### src/rtl/mcast_filt_pkg.sv
package mcast_filt_pkg;
  // control-to-datapath strobes for one input byte
  typedef struct packed {
    logic take;   // byte belongs to an open or starting frame
    logic first;  // byte starts a frame (CRC preset)
    logic last;   // byte completes the address
  } strobe_t;

  localparam logic [31:0] CRC_POLY = 32'h04C11DB7;
endpackage

### src/rtl/mcast_filt_ctrl.sv
module mcast_filt_ctrl
  import mcast_filt_pkg::*;
#(
  parameter int ADDR_BYTES = 6
) (
  input  logic    clk,
  input  logic    rst_n,
  input  logic    byteValid,
  input  logic    byteFirst,
  output strobe_t strb
);
  localparam int CW = $clog2(ADDR_BYTES + 1);

  logic [CW-1:0] byteCnt;   // bytes taken in open frame, 0 = none open
  logic [CW-1:0] nextCnt;
  logic          frameOpen;

  always_comb begin
    frameOpen  = (byteCnt != '0);
    nextCnt    = byteFirst ? CW'(1) : byteCnt + CW'(1);
    strb.take  = byteValid & (byteFirst | frameOpen);
    strb.first = byteValid & byteFirst;
    strb.last  = strb.take & (nextCnt == CW'(ADDR_BYTES));
  end

  always_ff @(posedge clk or negedge rst_n) begin
    if (!rst_n) begin
      byteCnt <= '0;
    end else if (strb.take) begin
      byteCnt <= strb.last ? '0 : nextCnt;
    end
  end
endmodule

### src/rtl/mcast_filt_dp.sv
module mcast_filt_dp
  import mcast_filt_pkg::*;
#(
  parameter int IDX_BITS = 8,
  parameter int REG_W    = 32,
  localparam int NUM_REGS = (1 << IDX_BITS) / REG_W,
  localparam int RSEL_W   = $clog2(NUM_REGS),
  localparam int BSEL_W   = $clog2(REG_W)
) (
  input  logic              clk,
  input  logic              rst_n,
  input  strobe_t           strb,
  input  logic [7:0]        addrByte,
  input  logic              tblWrEn,
  input  logic [RSEL_W-1:0] tblWrSel,
  input  logic [REG_W-1:0]  tblWrData,
  input  logic [RSEL_W-1:0] tblRdSel,
  output logic [REG_W-1:0]  tblRdData,
  output logic              acceptValid,
  output logic              accept
);
  logic [REG_W-1:0]    tableArr [NUM_REGS];
  logic [31:0]         crcReg;
  logic [31:0]         crcNext;
  logic                grpReg;
  logic                bcastReg;
  logic [IDX_BITS-1:0] hashIdx;
  logic [RSEL_W-1:0]   regSel;
  logic [BSEL_W-1:0]   bitSel;
  logic                tableHit;
  logic                grpNow;
  logic                bcastNow;

  // byte-wide CRC step, bit 0 of the byte first
  always_comb begin
    logic [31:0] c;
    logic        fb;
    c = strb.first ? '1 : crcReg;
    for (int b = 0; b < 8; b++) begin
      fb = c[31] ^ addrByte[b];
      c  = {c[30:0], 1'b0} ^ (fb ? CRC_POLY : 32'h0);
    end
    crcNext = c;
  end

  always_comb begin
    hashIdx  = crcNext[31 -: IDX_BITS];
    regSel   = hashIdx[IDX_BITS-1 -: RSEL_W];
    bitSel   = BSEL_W'(REG_W - 1) - hashIdx[BSEL_W-1:0];   // entry 0 -> MSB
    tableHit = tableArr[regSel][bitSel];
    grpNow   = strb.first ? addrByte[0] : grpReg;
    bcastNow = (strb.first | bcastReg) & (addrByte == 8'hFF);
    tblRdData = tableArr[tblRdSel];
  end

  always_ff @(posedge clk or negedge rst_n) begin
    if (!rst_n) begin
      for (int r = 0; r < NUM_REGS; r++) tableArr[r] <= '0;
    end else if (tblWrEn) begin
      tableArr[tblWrSel] <= tblWrData;
    end
  end

  always_ff @(posedge clk or negedge rst_n) begin
    if (!rst_n) begin
      crcReg      <= '1;
      grpReg      <= 1'b0;
      bcastReg    <= 1'b0;
      acceptValid <= 1'b0;
      accept      <= 1'b0;
    end else begin
      acceptValid <= strb.last;
      if (strb.take) begin
        crcReg   <= crcNext;
        grpReg   <= grpNow;
        bcastReg <= bcastNow;
      end
      if (strb.last) accept <= grpNow & (bcastNow | tableHit);
    end
  end
endmodule

### src/rtl/mcast_hash_filter.sv
module mcast_hash_filter
  import mcast_filt_pkg::*;
#(
  parameter int ADDR_BYTES = 6,
  parameter int IDX_BITS   = 8,
  parameter int REG_W      = 32,
  localparam int NUM_REGS  = (1 << IDX_BITS) / REG_W,
  localparam int RSEL_W    = $clog2(NUM_REGS)
) (
  input  logic              clk,
  input  logic              rst_n,
  input  logic              tblWrEn,
  input  logic [RSEL_W-1:0] tblWrSel,
  input  logic [REG_W-1:0]  tblWrData,
  input  logic [RSEL_W-1:0] tblRdSel,
  output logic [REG_W-1:0]  tblRdData,
  input  logic              byteValid,
  input  logic              byteFirst,
  input  logic [7:0]        addrByte,
  output logic              acceptValid,
  output logic              accept
);
  strobe_t strb;

  mcast_filt_ctrl #(.ADDR_BYTES(ADDR_BYTES)) u_ctrl (
    .clk(clk), .rst_n(rst_n),
    .byteValid(byteValid), .byteFirst(byteFirst),
    .strb(strb)
  );

  mcast_filt_dp #(.IDX_BITS(IDX_BITS), .REG_W(REG_W)) u_dp (
    .clk(clk), .rst_n(rst_n), .strb(strb), .addrByte(addrByte),
    .tblWrEn(tblWrEn), .tblWrSel(tblWrSel), .tblWrData(tblWrData),
    .tblRdSel(tblRdSel), .tblRdData(tblRdData),
    .acceptValid(acceptValid), .accept(accept)
  );
endmodule

### config.mk
export PLATFORM = sky130hd
export DESIGN_NAME = mcast_hash_filter
export DESIGN_NICKNAME = d
export VERILOG_FILES = /design/src/rtl/mcast_filt_pkg.sv /design/src/rtl/mcast_filt_ctrl.sv /design/src/rtl/mcast_filt_dp.sv /design/src/rtl/mcast_hash_filter.sv
export SDC_FILE = /design/constraint.sdc
export NUM_CORES = 1
export LEC_CHECK = 0
export ABC_AREA = 1
export BUFFER_PORTS_ARGS = -buffer_cell sky130_fd_sc_hd__buf_2
export CORE_AREA = 2 2 208 210
export DETAILED_ROUTE_END_ITERATION = 10
export DIE_AREA = 0 0 210 212
export SKIP_CTS_REPAIR_TIMING = 1
export SLEW_MARGIN = 40
export SYNTH_ARGS = -nofsm -noshare
export SYNTH_HDL_FRONTEND = slang
export SYNTH_SLANG_ARGS = --single-unit
### constraint.sdc
create_clock -name clk -period 7.1 [get_ports clk]
set_input_delay 0.71 -clock clk [delete_from_list [all_inputs] [get_ports clk]]
set_output_delay 0.71 -clock clk [all_outputs]
set_load 0.005 [all_outputs]
==> metrics.txt <==
status=finished, final reports clean; Residual DRC=0; Starting Density=0.395; Ant. Diodes=0; Clk Latency, worst-skew pair=0.55 ns; largest net degree at the start of global routing=83; logic gate share of total power=0.486; Crit Path Class=in -> out; FFs w/ async S/R, synth=1.00; Worst VDD drop=0.248 mV; CP endpoint kind=primary output; Mapped Nets=2359; internal power=4.52 mW; Reg power frac=0.290; Final Util=0.441; vias in the first global route=14800; Die Ht=212 um; power per cell area=434 nW/um^2; Core ar.=42500 um^2; RePlAce Congestion=0.832; Area growth, synth to finish=11.6%; hold_ws=0.118 ns; total of max-cap violations=0; CP cell instances=buf_2 > buf_4 > clkinv_2 > buf_4 > a21oi_1 > o21ai_0 > a31oi_1 > buf_2; Vias=15300; clk slew on worst S/H paths=0.06 ns; Switching Power=3.62 mW; Cells after Synth=2306; Synth Cell Area=16800 um^2; CP arrival=3.56 ns; drt via density=5.34; ys flop type=dfrtp_1; CP peak stage delay=0.74 ns; final net count=2353; Yosys top cell area share=0.392; DRT iter0 DRCs=1349; EDFF count, synth=0; post-route minimum period=4.27 ns; first-pass GRT wire length=82.2 mm; clock sink total=295; chip width=210 um; port bufs=84; CTS H-Tree Depth=2; Max Fanout on Critical Path=54; final slew viol count=0; largest cells by area after synthesis=dfrtp_1 (39%), nand2_1 (14%), o21ai_0 (12%); Yosys top cell by area=dfrtp_1; total negative slack=0 ns; clock power share=0.224; Routed WL=50.8 mm; worst-margin pin slew=0.882 ns; slowest CP cell=clkinv_2; final worst-path cycle share=0.602; Sw Ratio=0.445; CTS tree=built; Startpoint Class=input pin; final hold vios=0; gr ovfl total=0; Yosys reg bits=295; CTS Buf Count=35; die area=44500 um^2; Worst EP required=6.39 ns; Pwr Total=8.14 mW; synthesized area per cell=7.28 um^2; most common cell in the synthesized netlist=nand2_1; Worst Hold Class=in -> async; first-pass detailed-route iteration total=6; CTS root buffer=clkbuf_16; io pins=85; Max Freq=0.234 GHz; DR WL/cell=17.7 um; Rel. slew slack=0.412; Total GRT Usage=0.233; clk_skew=0.0146 ns; Netlist cell types=31; Synth top cells by count=nand2_1 (639), o21ai_0 (409), inv_1 (288); YS warnings=0; RSZ-0062 raised after global routing=false; initial antenna violation count=0; leakage power=8.82 nW; final setup vio count=0; layout cells sized above 1=0.102; post-DP HPWL=29.7 mm; Row Count=76; Post-DRT Antenna Nets=0; register area share after synthesis=0.442; CTS max path bufs=3
==> flip-flops by register name (all words and copies together) (netlist names) <==
signal            cells
u_ctrl.byteCnt        3
u_dp.accept           1
u_dp.acceptValid      1
u_dp.bcastReg         1
u_dp.crcReg          32
u_dp.grpReg           1
u_dp.tableArr       256
==> per-layer routing <==
| layer | wire, um | track usage | vias to the layer above | share of wire |
|---|---|---|---|---|
| met5 | 0 | 0 | - | 0 |
| met4 | 1350 | 0.0844 | 0 | 0.027 |
| met3 | 3220 | 0.0350 | 86 | 0.063 |
| met2 | 22800 | 0.371 | 508 | 0.45 |
| met1 | 23500 | 0.324 | 7283 | 0.46 |
| li1 | - | - | 7465 | - |
==> cells in the final DEF, fill, tap and decap left out, types with 9 or more instances in the layout <==
cell type,n
clkbuf_8,10
buf_2,82
xor2_1,40
clkbuf_16,37
dfstp_2,32
a221oi_1,32
nand2_2,9
nand2_1,630
o211ai_1,30
xnor2_1,11
buf_4,24
dfrtp_1,263
nor2_1,27
o21ai_0,409
a21oi_1,98
nand3_1,215
a31oi_1,32
inv_1,288
==> area by class of cell <==
| class | instances | area (um^2) |
|---|---|---|
| Fill cell | 4292 | 23800 |
| Multi-Input combinational cell | 1562 | 7700 |
| Sequential cell | 295 | 7420 |
| Inverter | 295 | 1110 |
| Clock buffer | 54 | 1090 |
| Tap cell | 546 | 683 |
| Timing Repair Buffer | 111 | 667 |
| Clock inverter | 8 | 72.6 |
==> power by group through the flow <==
stage	clock [mW]	combinational, mW	sequential, mW
4_1_cts	1.86	3.96	2.36
3_5_place_dp	0	3.93	2.38
6_report	1.83	3.95	2.36
2_1_floorplan	0	2.84	2.32
5_1_grt	1.93	4.44	2.41
3_3_place_gp	0	3.88	2.37
==> worst max-delay path: cells and delay by family <==
kind	cells	cell delay, ns
buf+inv	5	2.10
compound gates	3	0.72
==> through the flow <==
stage	cell area, um^2	setup WS (ns)	instances
floorplan	16800	4.32	2306
global placement	17500	2.89	2808
detailed placement	17600	2.79	2809
CTS	18700	2.96	2871
global route	18700	2.58	2871
finish	18700	2.83	2871
==> final timing paths <==
path	startpoint	endpoint	slack [ns]	cells past startpoint
max reg2reg	u_dp.crcReg[30]	u_dp.accept	3.27	20
min reg2reg	u_dp.tableArr[59]	u_dp.tableArr[59]	0.48	2
min	rst_n	u_dp.tableArr[169]	0.12	1
max	tblRdSel[1]	tblRdData[0]	2.83	8
min in group clk	tblWrData[1]	u_dp.tableArr[1]	0.39	3
max in group asynchronous	rst_n	u_dp.tableArr[59]	5.63	3
==> cells by family (layout without fill, tap and decap cells) <==
family / after synthesis / in the layout / share of synthesized area
flops: 295 / 295 / 0.442
xor+xnor: 62 / 62 / 0.0408
buf+inv: 449 / 468 / 0.103
simple gates: 896 / 896 / 0.219
fa+ha+maj: 2 / 2 / 0.00149
compound gates: 602 / 602 / 0.194
(Power assumes the default switching activity.)
